===== src/rtl/sir_uart_pkg.sv =====
package sir_uart_pkg;
    typedef enum logic [2:0] {
        RX_IDLE,
        RX_START,
        RX_DATA,
        RX_PAR,
        RX_STOP
    } rx_state_e;

    localparam int ST_FRAME   = 0;
    localparam int ST_PARITY  = 1;
    localparam int ST_BREAK   = 2;
    localparam int ST_OVERRUN = 3;
    localparam int CORE_ST_W  = 3;
    localparam int STATUS_W   = 4;
endpackage


===== src/rtl/sir_pulse_enc.sv =====
module sir_pulse_enc #(
    parameter int OVS   = 16,
    parameter int PULSE = 3
) (
    input  logic clk,
    input  logic rst_n,
    input  logic tick_i,
    input  logic tx_i,
    output logic ir_o
);
    localparam int CW = $clog2(OVS);

    typedef struct packed {
        logic          last;
        logic [CW-1:0] ph;
        logic          ir;
    } enc_t;

    enc_t enc_d, enc_q;

    always_comb begin
        enc_d = enc_q;
        if (tick_i) begin
            enc_d.last = tx_i;
            if (tx_i != enc_q.last)
                enc_d.ph = '0;
            else if (enc_q.ph == CW'(OVS - 1))
                enc_d.ph = '0;
            else
                enc_d.ph = enc_q.ph + 1'b1;
            enc_d.ir = ~tx_i && (enc_d.ph < CW'(PULSE));
        end
    end

    always_ff @(posedge clk or negedge rst_n) begin
        if (!rst_n) enc_q <= '{last: 1'b1, ph: '0, ir: 1'b0};
        else        enc_q <= enc_d;
    end

    assign ir_o = enc_q.ir;


    pulse_len_chk: assert property (@(posedge clk) disable iff (!rst_n)
        ir_o |-> (enc_q.ph < CW'(PULSE)));
endmodule


===== src/rtl/sir_pulse_dec.sv =====
module sir_pulse_dec #(
    parameter int OVS = 16
) (
    input  logic clk,
    input  logic rst_n,
    input  logic tick_i,
    input  logic ir_i,
    output logic line_o
);
    localparam int CW = $clog2(OVS);

    typedef struct packed {
        logic [CW-1:0] hold;
        logic          line;
    } dec_t;

    dec_t dec_d, dec_q;

    always_comb begin
        dec_d = dec_q;
        if (tick_i) begin
            if (ir_i) begin
                dec_d.hold = CW'(OVS - 1);
                dec_d.line = 1'b0;
            end else if (dec_q.hold != '0) begin
                dec_d.hold = dec_q.hold - 1'b1;
                dec_d.line = 1'b0;
            end else begin
                dec_d.line = 1'b1;
            end
        end
    end

    always_ff @(posedge clk or negedge rst_n) begin
        if (!rst_n) dec_q <= '{hold: '0, line: 1'b1};
        else        dec_q <= dec_d;
    end

    assign line_o = dec_q.line;


    stretch_low_chk: assert property (@(posedge clk) disable iff (!rst_n)
        (tick_i && ir_i) |=> !line_o);
endmodule


===== src/rtl/sir_rx_core.sv =====
module sir_rx_core
    import sir_uart_pkg::*;
#(
    parameter int OVS      = 16,
    parameter int DW       = 8,
    parameter int CHK_UART = 8,
    parameter int CHK_IRDA = 4
) (
    input  logic                 clk,
    input  logic                 rst_n,
    input  logic                 tick_i,
    input  logic                 line_i,
    input  logic                 irda_i,
    input  logic [1:0]           wlen_i,
    input  logic                 par_en_i,
    input  logic                 par_odd_i,
    input  logic                 two_stop_i,
    output logic                 done_o,
    output logic [DW-1:0]        char_o,
    output logic [CORE_ST_W-1:0] stat_o
);
    localparam int CW = $clog2(OVS);
    localparam int BW = $clog2(DW);

    typedef struct packed {
        rx_state_e     st;
        logic [CW-1:0] tcnt;
        logic [BW-1:0] bidx;
        logic [DW-1:0] shreg;
        logic          pbit;
        logic          second;
        logic          ferr;
        logic          all_low;
        logic          prev;
    } core_t;

    core_t core_d, core_q;

    logic [CW-1:0] chk_m1;
    logic [BW-1:0] last_idx;
    logic          at_bit;
    logic          ferr_n, low_n, brk;

    assign chk_m1   = irda_i ? CW'(CHK_IRDA - 1) : CW'(CHK_UART - 1);
    assign last_idx = BW'(32'd4 + 32'(wlen_i));
    assign at_bit   = (core_q.tcnt == CW'(OVS - 1));
    assign ferr_n   = core_q.ferr | ~line_i;
    assign low_n    = core_q.all_low & ~line_i;
    assign brk      = low_n;

    always_comb begin
        core_d = core_q;
        done_o = 1'b0;
        char_o = '0;
        stat_o = '0;
        if (tick_i) begin
            core_d.prev = line_i;
            core_d.tcnt = core_q.tcnt + 1'b1;
            unique case (core_q.st)
                RX_IDLE: begin
                    if (core_q.prev && !line_i) begin
                        core_d.st   = RX_START;
                        core_d.tcnt = '0;
                    end
                end
                RX_START: begin
                    if (core_q.tcnt == chk_m1) begin
                        core_d.tcnt = '0;
                        if (line_i) begin
                            core_d.st = RX_IDLE;
                        end else begin
                            core_d.st      = RX_DATA;
                            core_d.bidx    = '0;
                            core_d.shreg   = '0;
                            core_d.pbit    = 1'b0;
                            core_d.second  = 1'b0;
                            core_d.ferr    = 1'b0;
                            core_d.all_low = 1'b1;
                        end
                    end
                end
                RX_DATA: begin
                    if (at_bit) begin
                        core_d.tcnt              = '0;
                        core_d.shreg[core_q.bidx] = line_i;
                        core_d.all_low           = low_n;
                        if (core_q.bidx == last_idx)
                            core_d.st = par_en_i ? RX_PAR : RX_STOP;
                        else
                            core_d.bidx = core_q.bidx + 1'b1;
                    end
                end
                RX_PAR: begin
                    if (at_bit) begin
                        core_d.tcnt    = '0;
                        core_d.pbit    = line_i;
                        core_d.all_low = low_n;
                        core_d.st      = RX_STOP;
                    end
                end
                RX_STOP: begin
                    if (at_bit) begin
                        core_d.tcnt = '0;
                        if (two_stop_i && !core_q.second) begin
                            core_d.second  = 1'b1;
                            core_d.ferr    = ferr_n;
                            core_d.all_low = low_n;
                        end else begin
                            core_d.st          = RX_IDLE;
                            done_o             = 1'b1;
                            char_o             = brk ? '0 : core_q.shreg;
                            stat_o[ST_FRAME]   = ferr_n;
                            stat_o[ST_BREAK]   = brk;
                            stat_o[ST_PARITY]  = par_en_i && !brk &&
                                                 ((^core_q.shreg) ^ core_q.pbit ^ par_odd_i);
                        end
                    end
                end
                default: core_d.st = RX_IDLE;
            endcase
        end
    end

    always_ff @(posedge clk or negedge rst_n) begin
        if (!rst_n) begin
            core_q      <= '0;
            core_q.st   <= RX_IDLE;
            core_q.prev <= 1'b1;
        end else begin
            core_q <= core_d;
        end
    end


    done_on_tick_chk: assert property (@(posedge clk) disable iff (!rst_n)
        done_o |-> tick_i);


    start_window_chk: assert property (@(posedge clk) disable iff (!rst_n)
        (core_q.st == RX_START) |-> (core_q.tcnt < CW'(CHK_UART)));


    break_zero_chk: assert property (@(posedge clk) disable iff (!rst_n)
        (done_o && stat_o[ST_BREAK]) |-> ((char_o == '0) && stat_o[ST_FRAME] && !stat_o[ST_PARITY]));
endmodule


===== src/rtl/sir_rx_slot.sv =====
module sir_rx_slot
    import sir_uart_pkg::*;
#(
    parameter int DW = 8
) (
    input  logic                 clk,
    input  logic                 rst_n,
    input  logic                 done_i,
    input  logic [DW-1:0]        char_i,
    input  logic [CORE_ST_W-1:0] stat_i,
    input  logic                 ready_i,
    output logic                 valid_o,
    output logic [DW-1:0]        data_o,
    output logic [STATUS_W-1:0]  status_o
);
    typedef struct packed {
        logic                valid;
        logic [DW-1:0]       data;
        logic [STATUS_W-1:0] status;
        logic                pend;
    } slot_t;

    slot_t slot_d, slot_q;
    logic  room;

    assign room = !slot_q.valid || ready_i;

    always_comb begin
        slot_d = slot_q;
        if (done_i) begin
            if (room) begin
                slot_d.valid  = 1'b1;
                slot_d.data   = char_i;
                slot_d.status = {slot_q.pend, stat_i};
                slot_d.pend   = 1'b0;
            end else begin
                slot_d.pend = 1'b1;
            end
        end else if (slot_q.valid && ready_i) begin
            slot_d.valid = 1'b0;
        end
    end

    always_ff @(posedge clk or negedge rst_n) begin
        if (!rst_n) slot_q <= '0;
        else        slot_q <= slot_d;
    end

    assign valid_o  = slot_q.valid;
    assign data_o   = slot_q.data;
    assign status_o = slot_q.status;


    hold_stable_chk: assert property (@(posedge clk) disable iff (!rst_n)
        (valid_o && !ready_i) |=> (valid_o && $stable(data_o) && $stable(status_o)));


    overrun_pend_chk: assert property (@(posedge clk) disable iff (!rst_n)
        (done_i && valid_o && !ready_i) |=> slot_q.pend);
endmodule


===== src/rtl/sir_uart_rx.sv =====
module sir_uart_rx
    import sir_uart_pkg::*;
#(
    parameter int OVS      = 16,
    parameter int DW       = 8,
    parameter int CHK_UART = 8,
    parameter int CHK_IRDA = 4,
    parameter int PULSE    = 3
) (
    input  logic                clk,
    input  logic                rst_n,
    input  logic                tick16,
    input  logic                irda_en,
    input  logic [1:0]          wlen,
    input  logic                par_en,
    input  logic                par_odd,
    input  logic                two_stop,
    input  logic                rx_line,
    input  logic                ir_in,
    input  logic                tx_line,
    output logic                ir_out,
    output logic                out_valid,
    input  logic                out_ready,
    output logic [DW-1:0]       out_data,
    output logic [STATUS_W-1:0] out_status
);
    logic                 dec_line;
    logic                 core_line;
    logic                 done;
    logic [DW-1:0]        chr;
    logic [CORE_ST_W-1:0] cst;

    sir_pulse_enc #(.OVS(OVS), .PULSE(PULSE)) u_enc (
        .clk(clk), .rst_n(rst_n), .tick_i(tick16), .tx_i(tx_line), .ir_o(ir_out)
    );

    sir_pulse_dec #(.OVS(OVS)) u_dec (
        .clk(clk), .rst_n(rst_n), .tick_i(tick16), .ir_i(ir_in), .line_o(dec_line)
    );

    assign core_line = irda_en ? dec_line : rx_line;

    sir_rx_core #(.OVS(OVS), .DW(DW), .CHK_UART(CHK_UART), .CHK_IRDA(CHK_IRDA)) u_core (
        .clk(clk), .rst_n(rst_n), .tick_i(tick16), .line_i(core_line),
        .irda_i(irda_en), .wlen_i(wlen), .par_en_i(par_en), .par_odd_i(par_odd),
        .two_stop_i(two_stop), .done_o(done), .char_o(chr), .stat_o(cst)
    );

    sir_rx_slot #(.DW(DW)) u_slot (
        .clk(clk), .rst_n(rst_n), .done_i(done), .char_i(chr), .stat_i(cst),
        .ready_i(out_ready), .valid_o(out_valid), .data_o(out_data), .status_o(out_status)
    );
endmodule


===== config.mk =====
export PLATFORM = sky130hd
export DESIGN_NAME = sir_uart_rx
export DESIGN_NICKNAME = d
export VERILOG_FILES = /design/src/rtl/sir_uart_pkg.sv /design/src/rtl/sir_pulse_enc.sv /design/src/rtl/sir_pulse_dec.sv /design/src/rtl/sir_rx_core.sv /design/src/rtl/sir_rx_slot.sv /design/src/rtl/sir_uart_rx.sv
export SDC_FILE = /design/constraint.sdc
export NUM_CORES = 1
export LEC_CHECK = 0
export ABC_CLOCK_PERIOD_IN_PS = 1900
export BUFFER_PORTS_ARGS = -buffer_cell sky130_fd_sc_hd__buf_2
export CAP_MARGIN = 30
export CORE_ASPECT_RATIO = 1.1
export CORE_MARGIN = 4
export CORE_UTILIZATION = 59
export DETAILED_ROUTE_END_ITERATION = 12
export HOLD_SLACK_MARGIN = 0.02
export PLACE_DENSITY_LB_ADDON = 0.05
export SKIP_CTS_REPAIR_TIMING = 1
export SKIP_LAST_GASP = 1
export SYNTH_ARGS = -nofsm -noshare
export SYNTH_HDL_FRONTEND = slang
export SYNTH_SLANG_ARGS = --single-unit

===== constraint.sdc =====
create_clock -name clk -period 1.9 [get_ports clk]
set_input_delay 0.19 -clock clk [delete_from_list [all_inputs] [get_ports clk]]
set_output_delay 0.19 -clock clk [all_outputs]
set_load 0.05 [all_outputs]

* Yosys cells after proc, flatten, opt, wreduce, memory -nomap -nowiden *
Index checks and enable logic that the tools add are counted.

operators by class
  add/sub/neg operators = 5
  $lt $le $gt $ge = 3
  bitwise logic cells = 6
  equality and inequality tests = 21
  reduce and logical (&&, ||, !) cells = 31
  multiplexer cells = 49

operators with widths
  kind                 number
  $mux 8               5
  $mux 3               11
  $mux 22              1
  $pmux 11 s2          1
  $mux 7               3
  $pmux 4 s5           1
  $mux 18              1
  $ne 2x1->1 const B   9
  $mux 4               4
  $mux 15              1
  $pmux 3 s5           1
  $mux 13              1
  $mux 1               12
  $reduce_and 6->1     2
  $reduce_and 5->1     2
  $reduce_bool 2->1    5
  $add 4x1->4 const B  2
  $bwmux 8             1
  $eq 4x4->1 const B   2
  $reduce_and 8->1     1
  $reduce_xor 8->1     1
  $logic_and 1x1->1    7
  $reduce_and 7->1     1
  $eq 3x2->1 const B   2
  29 further kinds     38

storage, ports and cells
  bits in registers = 48
  output and inout bits = 14

* Logic depth before layout (Yosys ltp) *
Gate-level depths: netlist of run 1.

  depth after elaboration = 12
  mapped depth = 7
  mapped depth without buffers = 6

* Cells and area by module *
From an unflattened synthesis of run 1, not the netlist that was laid out.

unflattened totals
  cells, all modules = 287
  area total of the unflattened synthesis = 3074.2 um^2

modules (own cells, without submodules)
  module         cells an instance  times used  area an instance (um^2)
  sir_rx_core    182                1           1769.2
  sir_rx_slot    44                 1           679.4
  sir_pulse_enc  32                 1           325.3
  sir_pulse_dec  28                 1           285.3
  sir_uart_rx    1                  1           15.0

* Least setup slack after synthesis of run 1 *
Ideal clock, no wire load.

  kind = register to register
  start point = reg u_dec.dec_q[1] (netlist name)
  end point = reg u_dec.dec_q[3] (netlist name)
  arrival time = 1.640 ns
  required time = 1.774 ns
  setup slack = 0.134 ns
  path buffers = 0
  stages on the path, launching flop included = 7
  library setup time = 0.126 ns
  clock period less this slack = 1.766 ns
  cells stage by stage = dfrtp_1 inv_1 ha_1 inv_1 o41ai_1 nor2_1 o32a_1

between the ends
  longest elaborated chain between the ends = 3
  elaborated cells between the ends (all ways) = 6
  those cells by class = 1 x add/sub; 2 x mux; 3 x reduce/logical

ends and longest elaborated chain
  element                                                  line                                      RTL
  start: declaration                                       sir_pulse_dec.sv:17                       dec_t dec_d, dec_q;
  start signal: assignment                                 sir_pulse_dec.sv:35                       if (!rst_n) dec_q <= '{hold: '0, line: 1'b1};
  $sub 4x1->4 / $reduce_bool 4->1 (equally long branches)  sir_pulse_dec.sv:26, sir_pulse_dec.sv:25
  $mux 4 / $reduce_bool 2->1 (equally long branches)       n/a
  $mux 5 / $reduce_and 2->1 (equally long branches)        n/a

Parallel ways exist; a longest one is shown, timed or not. The select of a mux whose other input is x is not followed.
A chain may end at the register's enable or synchronous reset.

* Final worst setup path of run 1 *
  start point = reg u_core.core_q[22] (netlist name)
  end point = reg u_core.core_q[13] (netlist name)

between the ends
  longest elaborated chain between the ends = 3
  elaborated cells between the ends (all ways) = 9
  those cells by class = 6 x eq/ne; 1 x mux; 2 x reduce/logical

ends and longest elaborated chain
  element                                             line                RTL
  start: declaration                                  sir_rx_core.sv:37   core_t core_d, core_q;
  start signal: assignment                            sir_rx_core.sv:130  core_q <= core_d;
  $eq 3x2->1 / $eq 3x1->1 (equally long branches)     sir_rx_core.sv:59   unique case (core_q.st)
  $ne 2x2->1 (no line), or another cell as far along  n/a
  $reduce_and 6->1 (no line)                          n/a

Parallel ways exist; a longest one is shown, timed or not.

==> flow_summary.toml, run 1 <==
[pwr]
power.leakage_uw = 0.00136
p_clk_frac = 0.237
p_sw_frac = 0.337
p_comb_frac = 0.278
p_total_uw = 2680
ir_drop_uv = 516
p_int_uw = 1780
p_sw_uw = 903
seqPwrFrac = 0.485
power.density_mw_per_mm2 = 880

[hold_path]
worstHoldPathType = "input port to flip-flop"

[synthesis]
yosysSeqAreaShare = 0.444
synth_top_area_frac = 0.415
synth_compound_area_frac = 0.182
synth-simple-area-share = 0.193
synth_xor_area_frac = 0.0484
ys_seq_elements = 48
synth_fa_ha_area_frac = 0.0230
async_flop_share = 1.00
synth_edf_count = 0
synth_largest_area_cell = "dfrtp_1"
syn_nets = 309
avgSynthCellArea_um2 = 9.33
syn_area_mm2 = 0.00272
yosys_warnings = 0
syn_inst = 291
synth-main-ff-cell = "dfrtp_1"
muxShareOfSynthArea = 0.0382
synth_top_family_by_area = "simple AND/OR/NAND/NOR gates"
synth_cell_types = 57
synthTopCellsByArea = "dfrtp_1, nand2_1, o21ai_0, xnor2_1, buf_4"

[clock_tree]
clk_latency_ps = 300
htreeDepth = 2
clkSinkCount = 48
cts_buffers = 5
clock_path_buffers = 2
clockRootBuffer = "clkbuf_8"
path_clk_slew_ps = 90
cts_tree = "done"

[final_layout]
diodes = 0
nets = 335
finalNonFillerCells = 372
fill_cells = 359
syn_to_final_growth_pct = 12.2
layout-drive-gt1-share = 0.226

[drt]
drc = 0
drt_iter0_drc = 101
wire_per_inst_um = 14.1
antenna_left = 0
dr.pass1.iters = 4
wl_um = 5250
via_per_inst = 5.70
vias = 2119

[worst_setup_path]
cp_max_fo = 11
startpoint_type = "flip-flop"
endpoint_kind = "flip-flop"
crit_chain = "or3b_4 > nor4_4 > o21a_4 > nand2_2 > mux2_4"
crit_family = "simple AND/OR/NAND/NOR gates"
worst_ep_arrival_time_ps = 1990
cp_num_buf_inv = 0
crit_type = "flip-flop to flip-flop"
worstPathRequired_ps = 2090
max_stage_delay_ps = 520
crit_slowest_cell = "dfrtp_1"

[global_routing]
grt_pass1_vias = 2168
antenna_found_initial = 0
grt_pass1_wl_um = 9470
grt_max_degree = 30
grt-ovfl-total = 0
grt_use_total = 0.207

[sta]
slew-limit-headroom = 0.702
hold_viol = 0
period_minus_slack_ps = 1800
fmax_mhz = 556
fin_setup_tns_ps = 0
finalWorstSetupSlack_ps = 101
setup_viol = 0
clock_skew_ps = 4.64
final.period_utilization = 0.947
finalMaxSlewViolations = 0
tightest_slew_ps = 447
rsz0062_at_grt = "false"
hold_ws_ps = 101

[die]
core_area_mm2 = 0.00438
dieHeight_um = 79.2
ioPinCount = 27
start_util = 0.620
die_width_um = 72.7
dieArea_mm2 = 0.00575
fp-row-count = 25

[flow_run]
cap_violations = 0

[outcome]
outcome = "finished clean"

[placed_design]
dp_slack_ps = 58.6
gp_congestion = 0.931
dp.final_hpwl_um = 3980
dp_cells = 363
io_buffers = 26
==> final timing paths <==
check                                                   start                        endpoint  slack, ps  cells after the start
worst max register to register  u_core.core_q[22]$_DFFE_PN0P_   u_core.core_q[13]$_DFFE_PN0P_        100                      5
max in group asynchronous                               rst_n        u_dec.line_o$_DFFE_PN1P_        960                      3
min in group asynchronous                               rst_n  u_slot.status_o[3]$_DFFE_PN0P_        360                      2
worst min-delay path                                  tx_line          u_enc.ir_o$_DFFE_PN0P_        100                      2
worst min register to register   u_slot.data_o[1]$_DFFE_PN0P_    u_slot.data_o[1]$_DFFE_PN0P_        470                      2
worst max-delay path            u_core.core_q[22]$_DFFE_PN0P_   u_core.core_q[13]$_DFFE_PN0P_        100                      5
==> flip-flops by register name, indices dropped and copies added (netlist names) <==
signal / count
u_slot.data_o: 8
u_slot.valid_o: 1
u_enc.enc_q: 5
u_slot.status_o: 4
u_core.core_q: 23
u_dec.dec_q: 4
u_dec.line_o: 1
u_slot.slot_q: 1
u_enc.ir_o: 1
==> worst register-to-register path, cell delays in order, from the launching register on <==
cell and delay (ps):
dfrtp_1 520, or3b_4 430, nor4_4 220, o21a_4 200
nand2_2 60, mux2_4 260
==> cell usage in the layout (no fill, tap or decap), types with 3 or more instances in the layout <==
| cell type | n |
|---|---|
| ha_1 | 4 |
| nand2_1 | 42 |
| mux2i_1 | 4 |
| dfstp_2 | 3 |
| o31ai_1 | 3 |
| o21ai_1 | 6 |
| inv_1 | 13 |
| o41ai_1 | 3 |
| buf_4 | 15 |
| xnor2_1 | 11 |
| dfrtp_1 | 45 |
| o21ai_0 | 28 |
| mux2_2 | 3 |
| a21oi_1 | 15 |
| nor2_1 | 16 |
| o21a_1 | 3 |
| nand2b_1 | 7 |
| a22o_1 | 4 |
| buf_2 | 26 |
| nor2b_1 | 4 |
| nor3_1 | 5 |
| nor3_2 | 3 |
| clkbuf_8 | 6 |
| xor2_1 | 4 |
==> logic make-up (layout without fill, tap and decap cells) <==
group,Yosys count,count (layout)
xor+xnor,15,15
fa+ha+maj,5,5
compound gates,77,77
mux,9,9
flops,48,48
simple gates,100,100
buf+inv,37,64
==> final cells by class <==
class,instances,area [um^2],share of cell area
inverters,13,48.8,0.0160
clock inverters,1,8.76,0.00287
well taps,54,67.6,0.0222
repair buffers,43,273,0.0895
flip-flops and latches,48,1200,0.395
multi-input cells,206,1360,0.446
clock buffers,7,86.3,0.0283
==> power groups by stage <==
stage,sequential (uW),clock (uW),combinational (uW)
global placement,1300,0,694
global route,1320,693,839
floorplan,1260,0,553
finish,1300,635,744
CTS,1290,653,718
detailed placement,1310,0,711
==> metal layers <==
metal | vias up | track usage | routed length (um)
met3 | 11 | 0.0506 | 197
li1 | 1059 | - | -
met1 | 998 | 0.252 | 2310
met2 | 51 | 0.347 | 2660
met5 | - | 0 | 0
met4 | 0 | 0.0830 | 82
==> synthesized netlist by cell type, drive strengths merged (7+ instances only) <==
master  instances
a21oi          15
buf            16
clkbuf          8
dfrtp          45
inv            13
nand2          43
nand2b          7
nor2           17
nor3            8
o21ai          34
xnor2          11
==> through the flow <==
step	instance area, um^2	utilization
2_1_floorplan	2720	-
3_3_place_gp	2900	0.662
3_5_place_dp	2900	0.662
4_1_cts	3000	0.684
5_1_grt	3050	0.696
6_report	3050	0.696
(Power assumes the default switching activity.)
==> run 2: changes to the inputs <==
CORE_UTILIZATION = 60   (was 59)
SYNTH_HIERARCHICAL = 1   (was default)
==> flow_summary.toml, run 2 <==
[synthesis]
synth_largest_area_cell = "dfrtp_1"
syn_area_mm2 = 0.00307
ys_top_cells_by_count = "dfrtp_1, nand2_1, inv_1"
yosys_warnings = 6
synth_edf_count = 0
syn_inst = 287
async_flop_share = 1.00
yosysSeqAreaShare = 0.392
synth_top_area_frac = 0.366
ys_seq_elements = 48
synth-main-ff-cell = "dfrtp_1"
synth_cell_types = 72
syn_nets = 305
synthTopCellsByArea = "dfrtp_1, mux2_4, buf_4, xnor2_1, a221o_1"
yosysMostFrequentCell = "dfrtp_1"
avgSynthCellArea_um2 = 10.7

[final_layout]
design_area_mm2 = 0.00330
syn_to_final_growth_pct = 7.37
layout_commonest_cell = "dfrtp_1"
final_cell_mix = "dfrtp_1, buf_2, nand2_1"
nets = 326
layout-drive-gt1-share = 0.294
regMostFlops = "u_core/core_q"
largest_register_ffs = 23
diodes = 0

[clock_tree]
cts_tree = "done"
clock_path_buffers = 2
path_clk_slew_ps = 90
clkSinkCount = 48
clockRootBuffer = "clkbuf_8"
htreeDepth = 2
cts_buffers = 5
clk_latency_ps = 300

[placed_design]
dp.final_hpwl_um = 4340
gp_congestion = 0.868
io_buffers = 26
place_area_mm2 = 0.00318

[sta]
fmax_mhz = 558
fin_setup_tns_ps = 0
rsz0062_at_grt = "false"
period_minus_slack_ps = 1790
tightest_slew_ps = 452
setup_viol = 0
hold_viol = 0
finalMaxSlewViolations = 0
slew-limit-headroom = 0.696
final.period_utilization = 0.943
clock_skew_ps = 6.23

[pwr]
p_sw_frac = 0.357
ir_drop_uv = 481
power.leakage_uw = 0.00156
p_sw_uw = 1010
power.density_mw_per_mm2 = 858
p_int_uw = 1820
p_clk_frac = 0.227
p_comb_frac = 0.301
seqPwrFrac = 0.472

[hold_path]
worstHoldPathType = "input port to flip-flop"

[die]
dieHeight_um = 83.1
dieArea_mm2 = 0.00633
core_area_mm2 = 0.00500
fp-row-count = 27
die_width_um = 76.3
ioPinCount = 27
start_util = 0.615

[worst_setup_path]
worstPathRequired_ps = 2080
crit_type = "flip-flop to flip-flop"
endpoint_kind = "flip-flop"
worst_ep_arrival_time_ps = 1970
cp_max_fo = 9
startpoint_type = "flip-flop"

[global_routing]
grt_use_total = 0.190
antenna_found_initial = 0
grt_max_degree = 20
grt-ovfl-total = 0
grt_pass1_vias = 2155
grt_pass1_wl_um = 9980

[drt]
wl_met2_um = 2800
dr.pass1.iters = 4
antenna_left = 0
wire_per_inst_um = 15.9
drc = 0
via_per_inst = 6.05
vias = 2220
top_layer = "met4"
wl_um = 5850
wl_met1_um = 2760
wl_met3_um = 199
drt_iter0_drc = 92

[outcome]
outcome = "finished clean"

[flow_run]
cap_violations = 0
## run 2: cell types whose count changed after synthesis, moves of 5 or more
cell / previous run / this run
nor2_1: 16 / 7
and2_1: 0 / 9
a31oi_1: 1 / 7
a221o_1: 0 / 8
mux2_4: 2 / 12
a21oi_1: 15 / 3
nand2_1: 42 / 18
clkbuf_1: 8 / 3
and3_1: 1 / 9
o21ai_0: 28 / 7
nand3_1: 1 / 9
## run 2: cells by family (layout without fill, tap and decap cells)
family,after synthesis,count (layout),synth area share
simple gates,89,89,0.184
compound gates,68,68,0.181
flops,48,48,0.392
buf+inv,42,64,0.0818
mux,21,21,0.0899
xor+xnor,14,14,0.0505
fa+ha+maj,5,5,0.0204
## run 2: worst max-delay path: stages (launching register included)
cell and delay (ps):
dfrtp_1 390, ha_2 230, and3_1 180, buf_4 170
nand2_1 100, a21o_4 250, a221o_1 350
## run 2: metal layers
layer	track usage	vias up
li1	-	1089
met2	0.307	43
met3	0.0260	11
met5	0	-
met1	0.265	1077
met4	0.0593	0
## run 2: cell type report
cell class,instances,area (um^2)
Multi-Input combinational cell,197,1630
Fill cell,424,1700
Timing Repair Buffer,39,230
Tap cell,58,72.6
Clock buffer,6,82.6
Inverter,17,63.8
Clock inverter,2,15.0
Sequential cell,48,1210
## run 2: path summary, 6_finish.rpt
kind / from / to / slack [ps] / depth (start not counted)
setup / recovery: u_core/core_q[16]$_DFFE_PN0P_ / u_core/core_q[12]$_DFFE_PN0P_ / 110 / 6
hold / removal: ir_in / u_dec/line_o$_DFFE_PN1P_ / 120 / 2
setup reg to reg: u_core/core_q[16]$_DFFE_PN0P_ / u_core/core_q[12]$_DFFE_PN0P_ / 110 / 6
hold reg to reg: u_dec/line_o$_DFFE_PN1P_ / u_dec/line_o$_DFFE_PN1P_ / 480 / 2
max in group asynchronous: rst_n / u_core/core_q[3]$_DFFE_PN0P_ / 940 / 3
min in group asynchronous: rst_n / u_enc/enc_q[3]$_DFFE_PN0P_ / 370 / 2
## run 2: power groups by stage
| stage | Combinational (uW) | Sequential (uW) | Clock [uW] |
|---|---|---|---|
| detailed placement | 846 | 1350 | 0 |
| global placement | 830 | 1350 | 0 |
| finish | 853 | 1340 | 642 |
| floorplan | 741 | 1250 | 0 |
| CTS | 849 | 1330 | 657 |
| global route | 936 | 1370 | 710 |
## run 2: metrics by stage
step / hold slack [ps] / worst slack, ps / cells / util / total power, uW
CTS: -155 / 33.4 / 366 / 0.655 / 2840
global route: 120 / 0.538 / 367 / 0.660 / 3010
floorplan: -106 / 70.7 / 287 / - / 1990
global placement: 164 / 50.3 / 358 / 0.636 / 2180
detailed placement: 176 / 46.8 / 358 / 0.636 / 2200
finish: 116 / 109 / 367 / 0.660 / 2830
==> run 3: changes to the inputs <==
ABC_CLOCK_PERIOD_IN_PS = 2000   (was 1900)
clock period = 2 ns   (was 1.9 ns; I/O delays follow)
==> flow_summary.toml, run 3 (synthesis results as in run 2) <==
[worst_setup_path]
crit_chain = "ha_1 > and3_2 > nand4_1 > inv_2 > nand2_4 > mux2_2"
crit_slowest_cell = "dfrtp_1"
worst_ep_arrival_time_ps = 2090
cp_max_fo = 12
worstPathRequired_ps = 2200
crit_family = "simple AND/OR/NAND/NOR gates"
cp_num_buf_inv = 1
reg2reg_depth = 6
endpoint_kind = "flip-flop"
r2r_start = "u_core/core_q[16]$_DFFE_PN0P_"
cp-startpoint = "u_core/core_q[16]$_DFFE_PN0P_"
max_stage_delay_ps = 420
reg2reg_to = "u_slot/status_o[0]$_DFFE_PN0P_"
r2r_slack_ps = 100
crit_type = "flip-flop to flip-flop"
startpoint_type = "flip-flop"

[flow_run]
cap_violations = 0

[final_layout]
diodes = 0
regMostFlops = "u_core/core_q"
final_core_util = 0.659
nets = 324
final_cell_mix = "dfrtp_1, buf_2, nand2_1"
layout-drive-gt1-share = 0.287
largest_register_ffs = 23
layout_commonest_cell = "dfrtp_1"
syn_to_final_growth_pct = 7.24
finalNonFillerCells = 365

[clock_tree]
htreeDepth = 2
clk_latency_ps = 310
clkSinkCount = 48
clockRootBuffer = "clkbuf_8"
cts_buffers = 5
cts_tree = "done"
clock_path_buffers = 2
path_clk_slew_ps = 90

[sta]
final.period_utilization = 0.949
period_minus_slack_ps = 1900
finalWorstSetupSlack_ps = 103
clock_skew_ps = 7.21
fmax_mhz = 527
hold_viol = 0
slew-limit-headroom = 0.511
hold_ws_ps = 118
setup_viol = 0
finalMaxSlewViolations = 0
tightest_slew_ps = 734

[hold_path]
hold_depth = 2
worstHoldPathType = "input port to flip-flop"
worst_hold_path.endpoint = "u_dec/line_o$_DFFE_PN1P_"
hp-start = "ir_in"

[placed_design]
dp_cells = 356
dp.final_hpwl_um = 4340
io_buffers = 26
gp_congestion = 0.868
dp_slack_ps = 31.4

[drt]
via_per_inst = 6.05
dr.pass1.iters = 4
wire_per_inst_um = 16.3
vias = 2209
antenna_left = 0
drt_iter0_drc = 118
drc = 0
wl_um = 5950

[pwr]
power.density_mw_per_mm2 = 851
power.leakage_uw = 0.00156
ir_drop_uv = 640

[die]
die_width_um = 76.3
core_area_mm2 = 0.00500
dieArea_mm2 = 0.00633
fp-row-count = 27
dieHeight_um = 83.1
start_util = 0.615
ioPinCount = 27

[outcome]
outcome = "finished clean"

[global_routing]
grt_use_total = 0.193
grt_pass1_vias = 2107
grt-ovfl-total = 0
antenna_found_initial = 0
grt_max_degree = 34
grt_pass1_wl_um = 9980
-- run 3: cell types whose count changed in the layout (fill, tap and decap cells not counted), sizes merged --
cell      previous run  this run
clkinvlp             2         0
buf                 38        36
bufinv               0         1
clkinv               0         1
-- run 3: area by class of cell --
type                       count  area [um^2]
tap                           58         72.6
inverter                      17         63.8
fill                         405         1700
clock buffer                   6         82.6
multi-input combinational    197         1620
timing repair buffer          37          215
sequential                    48         1200
clock inverter                 2         38.8
-- run 3: worst reg2reg max path, cell delays in order, from the launching register on --
cell     delay [ps]
dfrtp_1         420
ha_1            260
and3_2          290
nand4_1         180
inv_2           100
nand2_4         190
mux2_2          360
-- run 3: worst max path at each step --
stage | cells past startpoint | to
2_1_floorplan | 8 | u_slot/data_o[0]$_DFFE_PN0P_
3_5_place_dp | 6 | u_slot/data_o[3]$_DFFE_PN0P_
4_1_cts | 6 | u_slot/data_o[3]$_DFFE_PN0P_
5_1_grt | 5 | u_core/core_q[8]$_DFFE_PN0P_
6_report | 6 | u_slot/status_o[0]$_DFFE_PN0P_
3_3_place_gp | 6 | u_slot/data_o[2]$_DFFE_PN0P_
-- run 3: routing by layer --
metal | wire length [um] | vias to the layer above | GRT usage
met5 | 0 | - | 0
met4 | 135 | 0 | 0.0774
met3 | 260 | 12 | 0.0336
met2 | 2700 | 59 | 0.301
met1 | 2850 | 1055 | 0.265
li1 | - | 1083 | -
-- run 3: per-stage QoR --
step	power, uW	cell area [um^2]	setup TNS (ps)
5_1_grt	2980	3300	-3.25
6_report	2810	3300	0
4_1_cts	2810	3290	0
2_1_floorplan	1890	3070	0
3_5_place_dp	2070	3160	0
3_3_place_gp	2050	3160	0
-- run 3: power by group --
group	leakage, uW	internal [uW]	switching, uW
clock	0.0000614	409	338
combinational	0.000893	347	450
sequential	0.000610	1080	181
